## config.mk

```make
export PLATFORM = sky130hd
export DESIGN_NAME = ivt_top
export DESIGN_NICKNAME = d
export VERILOG_FILES = /design/src/rtl/ivt_pkg.sv /design/src/rtl/ivt_count.sv /design/src/rtl/ivt_ctrl.sv /design/src/rtl/ivt_top.sv
export SDC_FILE = /design/constraint.sdc
export NUM_CORES = 1
export LEC_CHECK = 0
export BUFFER_PORTS_ARGS = -buffer_cell sky130_fd_sc_hd__buf_2
export CAP_MARGIN = 0
export CORE_UTILIZATION = 55
export CTS_BUF_LIST = sky130_fd_sc_hd__clkbuf_16
export DETAILED_ROUTE_END_ITERATION = 7
export GPL_ROUTABILITY_DRIVEN = 0
export PLACE_DENSITY_LB_ADDON = 0.1
export SYNTH_ARGS = -nofsm -noshare
export SYNTH_HDL_FRONTEND = slang
export SYNTH_HIERARCHICAL = 1
export SYNTH_SLANG_ARGS = --single-unit
```

## constraint.sdc

```tcl
create_clock -name clk -period 10.1 [get_ports clk]
set_input_delay 0.505 -clock clk [delete_from_list [all_inputs] [get_ports clk]]
set_output_delay 0.505 -clock clk [all_outputs]
set_load 0.05 [all_outputs]
```

## src/rtl/ivt_pkg.sv

```systemverilog
package ivt_pkg;
  localparam logic [1:0] ADDR_MODE   = 2'd0;
  localparam logic [1:0] ADDR_COUNT  = 2'd1;
  localparam logic [1:0] ADDR_STATUS = 2'd2;

  localparam int BIT_IRQ  = 8;
  localparam int BIT_CONT = 10;
  localparam int BIT_EN   = 12;
  localparam int BIT_WDT  = 15;
  localparam int KEY_W    = 8;
  localparam logic [KEY_W-1:0] SERVICE_KEY = 8'hA5;

  typedef struct packed {
    logic load;  // restart: clear counters, take count register as active
    logic run;   // counting allowed this cycle
  } ivtStrobe_t;
endpackage

```

## src/rtl/ivt_count.sv

```systemverilog
module ivt_count
  import ivt_pkg::*;
#(
  parameter int PS_W  = 16,
  parameter int CNT_W = 16,
  localparam int REG_W = PS_W + CNT_W
) (
  input  logic             clk,
  input  logic             rstN,
  input  ivtStrobe_t       strb,
  input  logic [REG_W-1:0] countIn,
  output logic             expire
);
  logic [PS_W-1:0]  activePs;
  logic [CNT_W-1:0] activeTerm;
  logic [PS_W-1:0]  psCnt;
  logic [CNT_W-1:0] cnt;
  logic [PS_W-1:0]  divM1;
  logic [CNT_W-1:0] lastCnt;
  logic             tick;
  logic             expireRaw;

  // One-based divisor and terminal count; zero wraps to the full range.
  assign divM1     = activePs - PS_W'(1);
  assign lastCnt   = activeTerm - CNT_W'(1);
  assign tick      = strb.run && (psCnt == divM1);
  assign expireRaw = tick && (cnt == lastCnt);
  assign expire    = expireRaw && !strb.load;

  always_ff @(posedge clk) begin
    if (!rstN) begin
      activePs   <= '0;
      activeTerm <= '0;
      psCnt      <= '0;
      cnt        <= '0;
    end else if (strb.load) begin
      psCnt      <= '0;
      cnt        <= '0;
      activePs   <= countIn[REG_W-1:CNT_W];
      activeTerm <= countIn[CNT_W-1:0];
    end else if (strb.run) begin
      if (tick) begin
        psCnt <= '0;
        if (expireRaw) begin
          cnt        <= '0;
          activePs   <= countIn[REG_W-1:CNT_W];
          activeTerm <= countIn[CNT_W-1:0];
        end else begin
          cnt <= cnt + CNT_W'(1);
        end
      end else begin
        psCnt <= psCnt + PS_W'(1);
      end
    end
  end

  // prescale state never passes the active divisor
  p_ps_bound_r3: assert property (@(posedge clk) disable iff (!rstN)
    psCnt <= divM1);
  // counter never passes the active terminal count
  p_cnt_bound_r2: assert property (@(posedge clk) disable iff (!rstN)
    cnt <= lastCnt);
  // a restart leaves both counters at zero
  p_load_clears_r10: assert property (@(posedge clk) disable iff (!rstN)
    strb.load |=> (psCnt == '0 && cnt == '0));
endmodule

```

## src/rtl/ivt_ctrl.sv

```systemverilog
module ivt_ctrl
  import ivt_pkg::*;
#(
  parameter int PS_W  = 16,
  parameter int CNT_W = 16,
  localparam int REG_W = PS_W + CNT_W
) (
  input  logic             clk,
  input  logic             rstN,
  input  logic             wrEn,
  input  logic             rdEn,
  input  logic [1:0]       addr,
  input  logic [REG_W-1:0] wrData,
  output logic [REG_W-1:0] rdData,
  input  logic             expire,
  output logic [REG_W-1:0] countReg,
  output ivtStrobe_t       strb,
  output logic             irqOut,
  output logic             wdtReset
);
  logic modeEn, modeCont, modeIrq, wdtActive, flagQ, wdtResetQ;
  logic wrMode, wrCount, wrStatus, isService;
  logic enterWdt, startTimer, serviceHit;

  assign wrMode    = wrEn && (addr == ADDR_MODE);
  assign wrCount   = wrEn && (addr == ADDR_COUNT);
  assign wrStatus  = wrEn && (addr == ADDR_STATUS);
  assign isService = (wrData[REG_W-1 -: KEY_W] == SERVICE_KEY);

  assign enterWdt   = wrMode && !isService && !wdtActive
                      && wrData[BIT_WDT] && wrData[BIT_EN];
  assign startTimer = wrMode && !isService && !wdtActive && !enterWdt
                      && wrData[BIT_EN] && !modeEn;
  assign serviceHit = wrMode && isService && wdtActive;

  assign strb.load = enterWdt || startTimer || serviceHit;
  assign strb.run  = modeEn && !wdtResetQ;

  always_ff @(posedge clk) begin
    if (!rstN) begin
      modeEn    <= 1'b0;
      modeCont  <= 1'b0;
      modeIrq   <= 1'b0;
      wdtActive <= 1'b0;
      flagQ     <= 1'b0;
      wdtResetQ <= 1'b0;
      countReg  <= '0;
    end else begin
      if (wrStatus && wrData[0]) flagQ <= 1'b0;
      if (expire) begin
        if (wdtActive) begin
          wdtResetQ <= 1'b1;
        end else begin
          flagQ <= 1'b1;
          if (!modeCont) modeEn <= 1'b0;
        end
      end
      if (wrMode && !isService && !wdtActive) begin
        if (enterWdt) begin
          wdtActive <= 1'b1;
          modeEn    <= 1'b1;
          modeCont  <= 1'b0;
          modeIrq   <= 1'b0;
        end else begin
          modeEn   <= wrData[BIT_EN];
          modeCont <= wrData[BIT_CONT];
          modeIrq  <= wrData[BIT_IRQ];
        end
      end
      if (wrCount && !wdtActive) countReg <= wrData;
    end
  end

  logic [REG_W-1:0] modeView;
  always_comb begin
    modeView           = '0;
    modeView[BIT_WDT]  = wdtActive;
    modeView[BIT_EN]   = modeEn;
    modeView[BIT_CONT] = modeCont;
    modeView[BIT_IRQ]  = modeIrq;
  end

  always_comb begin
    rdData = '0;
    if (rdEn) begin
      unique case (addr)
        ADDR_MODE:   rdData = modeView;
        ADDR_COUNT:  rdData = countReg;
        ADDR_STATUS: rdData = {{(REG_W-1){1'b0}}, flagQ};
        default:     rdData = '0;
      endcase
    end
  end

  assign irqOut   = flagQ && modeIrq;
  assign wdtReset = wdtResetQ;

  // reset request is sticky
  p_wdt_sticky_r9: assert property (@(posedge clk) disable iff (!rstN)
    wdtResetQ |=> wdtResetQ);
  // a watchdog expiry reaches the reset output
  p_wdt_fire_r9: assert property (@(posedge clk) disable iff (!rstN)
    (expire && wdtActive) |=> wdtResetQ);
  // watchdog operation never raises the timer flag
  p_wdt_no_flag_r9: assert property (@(posedge clk) disable iff (!rstN)
    (wdtActive && !flagQ) |=> !flagQ);
  // lock holds until reset
  p_lock_sticky_r11: assert property (@(posedge clk) disable iff (!rstN)
    wdtActive |=> wdtActive);
  // count register frozen while locked
  p_lock_count_r11: assert property (@(posedge clk) disable iff (!rstN)
    wdtActive |=> $stable(countReg));
  // a timer expiry always sets the flag
  p_flag_set_r5: assert property (@(posedge clk) disable iff (!rstN)
    (expire && !wdtActive) |=> flagQ);
  // one-shot disarms after expiry
  p_oneshot_stop_r4: assert property (@(posedge clk) disable iff (!rstN)
    (expire && !modeCont && !wdtActive && !wrMode) |=> !modeEn);
endmodule

```

## src/rtl/ivt_top.sv

```systemverilog
module ivt_top
  import ivt_pkg::*;
#(
  parameter int PS_W  = 16,
  parameter int CNT_W = 16
) (
  input  logic        clk,
  input  logic        rstN,
  input  logic        busWrEn,
  input  logic        busRdEn,
  input  logic [1:0]  busAddr,
  input  logic [31:0] busWrData,
  output logic [31:0] busRdData,
  output logic        irqOut,
  output logic        wdtReset
);
  localparam int REG_W = PS_W + CNT_W;

  ivtStrobe_t       strb;
  logic [REG_W-1:0] countReg;
  logic             expire;

  ivt_ctrl #(.PS_W(PS_W), .CNT_W(CNT_W)) ctrl_i (
    .clk(clk), .rstN(rstN), .wrEn(busWrEn), .rdEn(busRdEn),
    .addr(busAddr), .wrData(busWrData), .rdData(busRdData),
    .expire(expire), .countReg(countReg), .strb(strb),
    .irqOut(irqOut), .wdtReset(wdtReset)
  );

  ivt_count #(.PS_W(PS_W), .CNT_W(CNT_W)) count_i (
    .clk(clk), .rstN(rstN), .strb(strb), .countIn(countReg),
    .expire(expire)
  );
endmodule

```

## Yosys cells after proc, flatten, opt, wreduce, memory -nomap -nowiden

Index checks and enable logic that the tools add are counted.

| cells by class | value |
|---|---|
| $add $sub $neg | 4 |
| equality and inequality tests | 7 |
| mux-type cells | 22 |
| bitwise operators | 1 |
| reductions and logical operators | 38 |

Operators by type and width:

| kind | count |
|---|---|
| 16-bit 2-to-1 mux | 10 |
| 32-bit one-hot mux with 3 select lines | 1 |
| 16-bit by 1-bit adder with 16-bit output, second input constant | 2 |
| 16-bit == test | 2 |
| 32-bit 2-to-1 mux | 1 |
| 16-bit by 1-bit subtractor with 16-bit output, second input constant | 2 |
| 1-bit logical AND | 19 |
| 1-bit 2-to-1 mux | 10 |
| 8-bit == test, second input constant | 1 |
| 2-bit nonzero test | 4 |
| 1-bit logical NOT | 6 |
| 2-bit AND reduction | 3 |
| 3-bit AND reduction | 2 |
| 2-bit != test, second input constant | 2 |
| 2-bit by 1-bit == test with 1-bit output, second input constant | 1 |
| 2-bit == test, second input constant | 1 |
| 2-bit logical NOT | 1 |
| 1-bit logical OR | 2 |
| 2-bit OR reduction | 1 |
| 1-bit NOT | 1 |

| word-level totals | value |
|---|---|
| register bits after elaboration | 102 |
| input port bits | 38 |
| output and inout bits | 34 |
| word-level logic and storage cells | 83 |

## Longest topological paths before layout

| logic depth | value |
|---|---|
| word-level depth | 16 |
| gate-level depth with buffers | 13 |
| mapped depth without buffers | 11 |

## Hierarchy

Netlist, hierarchy kept.

By module, submodules not included:

| module | instances | cells each | area an instance (sq um) | sequential area each (sq um) |
|---|---|---|---|---|
| ivt_count | 1 | 493 | 4000.1 | 1281.2 |
| ivt_ctrl | 1 | 226 | 1931.9 | 760.7 |

## Least setup slack after synthesis

No wires, ideal clock.

| timing path | value |
|---|---|
| kind | register -> register |
| start point | register count_i.activePs[0] |
| end point | register ctrl_i.modeEn |
| setup time | 0.132 ns |
| arrival time | 3.038 ns |
| data required time | 9.968 ns |
| setup slack | 6.931 ns |
| cell stages (with the launch flop) | 14 |
| path buffers | 2 |
| period minus slack after synthesis | 3.169 ns |
| path through | dfxtp_1 > clkbuf_1 > inv_1 > ha_1 > or4b_1 > buf_2 > or3_1 > a211oi_2 > and4_4 > nand4_4 > nor4_1 > inv_1 > o311ai_0 > mux2i_1 |

| between the ends | value |
|---|---|
| longest elaborated chain between the ends | 7 |

Ends and longest elaborated chain:

| item | RTL line | text |
|---|---|---|
| from (decl) | ivt_count.sv:14 | `logic [PS_W-1:0] activePs;` |
| from (signal assigned) | ivt_count.sv:39 | `activePs <= countIn[REG_W-1:CNT_W];` |
| from (signal assigned) | ivt_count.sv:46 | `activePs <= countIn[REG_W-1:CNT_W];` |
| 16-bit by 1-bit subtractor with 16-bit output | ivt_count.sv:24 | `assign divM1 = activePs - PS_W'(1);` |
| 16-bit == test | ivt_count.sv:26 | `assign tick = strb.run && (psCnt == divM1);` |
| 1-bit logical AND | ivt_count.sv:26 |  |
| 1-bit logical AND | ivt_count.sv:27 | `assign expireRaw = tick && (cnt == lastCnt);` |
| 1-bit logical AND | ivt_count.sv:28 | `assign expire = expireRaw && !strb.load;` |
| named net expire | ivt_top.sv:21 | `logic expire;` |
| 2-bit nonzero test (no source line) | - |  |
| 3-bit AND reduction (no source line) | - |  |
| to (signal assigned) | ivt_ctrl.sv:65 | `modeEn <= wrData[BIT_EN];` |
| to (decl) | ivt_ctrl.sv:21 | `logic modeEn, modeCont, modeIrq, wdtActive, flagQ, wdtResetQ;` |

The timed path passes the listed nets, and every way through them passes these cells.
A chain may end at the register's enable or synchronous reset.

## Final worst setup path

| timing path | value |
|---|---|
| start point | register count_i.activePs[0] |
| end point | register count_i.cnt[8] |

| between the ends | value |
|---|---|
| longest elaborated chain between the ends | 5 |
| elaborated cells between the ends (all ways) | 6 |
| classes of those cells | add/sub (1); eq/ne (1); mux (1); reduce/logical (3) |

Ends and longest elaborated chain:

| item | RTL line | text |
|---|---|---|
| 16-bit by 1-bit subtractor with 16-bit output (*) | ivt_count.sv:24 |  |
| 16-bit == test (*) | ivt_count.sv:26 |  |
| 1-bit logical AND (*) | ivt_count.sv:26 |  |
| 1-bit logical AND | ivt_count.sv:27 |  |
| 16-bit 2-to-1 mux | ivt_count.sv:44 | `if (expireRaw) begin` |
| to (signal assigned) | ivt_count.sv:49 | `cnt <= cnt + CNT_W'(1);` |
| to (decl) | ivt_count.sv:17 | `logic [CNT_W-1:0] cnt;` |

Mark *: on every way between the ends. The rest lies on a longest branch, timed or not.

==> impl_results.md <==
* Die height at 105.9 um
* Share of layout cells above drive strength 1 at 0.1700
* GRT Overall Usage at 0.2529
* Rows at 37
* Clock tree root driver cell: clkbuf_16
* Hold Crit Class: input port to register
* WP data arrival at 3.96 ns
* Critical setup path kind: register to register
* Overflow after GRT at 0
* Area of the multi-input gates at 3557 um^2
* Slew @ Worst Pin at 1.132 ns
* Leakage at 0.002685 uW
* CTS tree: done
* Max frequency at 0.2715 GHz
* Drt first-iter violations at 266
* Max Clock Skew at 0.006982 ns
* Pin count of the biggest net entering global routing at 107
* Min Tclk post-route at 3.684 ns
* Die width at 105.9 um
* Syn_area_per_cell at 8.250 um^2
* Number of global-route vias before repair at 4667
* Most used DFF post-synth: dfxtp_1
* Syn_nets at 761
* Core area at 10370 um^2
* Area after DPL at 6181 um^2
* Sw frac at 0.2318
* Post-CTS Setup Bufs at 0
* Starting Density at 0.5720
* Share of the synthesized area in the top cell type at 0.3442
* Internal power at 645.2 uW
* Via density at 5.741
* Max-slew violation count at 0
* Clock-pin slew on the worst setup and hold paths at 0.07 ns
* Antenna Diode Count at 0
* Gate Count Post-Synth at 719
* Max-cap viol count at 0
* Combinational fraction of design power at 0.068
* CP required at 10.38 ns
* Antenna-violating nets left at 0
* Area grow syn2layout at 9.428%
* Storage element area at 2042 um^2
* Post-synth top area cell: dfxtp_1
* Die area at 11200 um^2
* Top-Level Pins at 72
* Port Buffer Count at 71
* Fin area at 6491 um^2
* CTS Buf Count at 9
* Clock Power Share at 0.441
* Endpoints failing setup at 0
* CP endpoint kind: register
* #FFs+latches synth at 102
* Synth area leaders: dfxtp_1, nand2_1, mux2i_1
* RSZ-0062 raised after global routing: false
* Fin. Hold Viols at 0
* First-pass GRT wire length at 22.59 mm
* Max-slew headroom at 0.2455
* Vias at 5138
* Fill cells at 927
* Fin crit share at 0.3647
* Setup TNS at 0 ns
* Nets@finish at 797
* Asr flop ratio synth at 0
* Sequential power share at 0.491
* Cell area after synthesis at 5932 um^2
* H-tree levels at 3
* Residual DRC at 0
* Seq/Total Area, Yosys at 0.3442
* Hold-fix buffers, CTS at 0
* Clock Path Buffers at 2
* Critical path fanouts, max at 24
* Status: finished clean
* Netlist cell types at 67
* Worst-Skew Late Latency at 0.35 ns
* Crit path launch type: register
* Post-synth EDFFs at 0
* Yosys warns at 6
* Initial DRT Pass Iterations at 5
* NetSw at 194.7 uW
* Pwr Density at 129.4 nW/um^2
* VDD IR-drop max at 0.0001071 V
* Top post-synthesis cells by count: nand2_1, dfxtp_1, nor2_1
* WL/cell at 15.20 um
* Top-count cell post-synth: nand2_1
* # resized after CTS at 0
* Routed WL at 13.61 mm
* Clock sinks at 102
* Antenna violations before repair at 0
* DPL Wire Length at 9.684 mm
[power by group through the flow]
stage / clock network, uW / registers (uW) / logic [uW]
after floorplan: 0 / 419 / 44.4
after global placement: 0 / 421 / 55.6
after detailed placement: 0 / 422 / 56.7
after CTS: 379 / 412 / 56.9
after global routing: 395 / 413 / 62.6
final: 370 / 413 / 57.1
[flip-flops by register name, summed over array words and instances, names as in the netlist]
register and cells:
count_i/psCnt 16, ctrl_i/modeIrq 1, ctrl_i/wdtActive 1, ctrl_i/countReg 32, count_i/activePs 16, count_i/activeTerm 16
ctrl_i/modeCont 1, count_i/cnt 16, ctrl_i/modeEn 1, ctrl_i/wdtReset 1, ctrl_i/flagQ 1
[worst paths after layout]
path	start	endpoint	slack [ns]	depth (start not counted)
worst max-delay path	count_i/activePs[0]	count_i/cnt[8]	6.42	9
worst min register to register	count_i/activeTerm[15]	count_i/activeTerm[15]	0.48	2
worst min-delay path	busWrData[22]	ctrl_i/countReg[22]	0.39	3
worst max register to register	count_i/activePs[0]	count_i/cnt[8]	6.42	9
[cell families (layout without fill, tap and decap cells)]
logic type               count (synthesis)  after routing  share of synthesized area
AND/OR/NAND/NOR                        356            356                     0.2991
buffers and inverters                   59             99                    0.05632
flip-flops                             102            102                     0.3442
adder cells (fa/ha/maj)                  4              4                   0.008437
AO/OA/AOI/OAI                          109            109                     0.1519
XOR/XNOR                                48             48                    0.07087
multiplexers                            41             41                    0.06918
[cell usage in the layout (no fill, tap or decap), types with 3 or more instances in the layout]
master and instances:
o311ai_0 3, a31oi_1 4, buf_2 71, dfxtp_1 102, xnor2_1 27, nand3b_1 4, or4_1 7, a21boi_2 30
ha_1 4, mux2i_1 41, inv_1 12, nand3_1 17, nor4b_1 3, nand4_1 15, and3_1 34, xor2_1 21
nand2_1 159, nor3b_1 4, o21a_1 3, o21ai_0 16, nor3_1 12, o31ai_1 4, nor2_1 43, nor2b_1 8
clkbuf_16 9, or3_1 20, a21oi_1 22, a211oi_1 3, nor4_1 6, nand2b_1 4
[layout make-up]
| class | instances | area share |
|---|---|---|
| clock inverters | 6 | 0.01311 |
| multi-input cells | 558 | 0.5480 |
| flip-flops and latches | 102 | 0.3146 |
| clock buffers | 9 | 0.03470 |
| inverters | 11 | 0.006361 |
| repair buffers | 73 | 0.05705 |
| well taps | 136 | 0.02621 |
[metal layers]
metal,up-vias,share of wire,GRT usage,wire (um)
met2,162,0.43,0.3725,5883
met5,-,0,0,0
met1,2379,0.49,0.3667,6733
met4,0,0.011,0.07341,155
li1,2584,-,-,-
met3,13,0.061,0.05690,832
[worst max-delay path: stages, from the launching register on]
cell	delay, ns
dfxtp_1	0.39
inv_1	0.09
ha_1	0.26
or4b_1	0.60
or3_1	0.41
a211oi_2	0.23
and4_1	0.22
nand4_1	0.60
or4_1	0.66
a21oi_1	0.16
[per-stage QoR]
stage | instances | utilization | total power, uW | hold WS [ns] | setup slack [ns]
2_1_floorplan | 719 | - | 463.8 | 0.4425 | 6.931
6_report | 895 | 0.6260 | 840.0 | 0.3900 | 6.416
4_1_cts | 895 | 0.6260 | 848.6 | 0.3783 | 6.399
5_1_grt | 895 | 0.6260 | 870.4 | 0.3931 | 6.148
3_5_place_dp | 880 | 0.5960 | 478.3 | 0.4637 | 6.413
3_3_place_gp | 880 | 0.5960 | 477.0 | 0.4583 | 6.579
No activity file was read; power rests on OpenSTA's default activity.
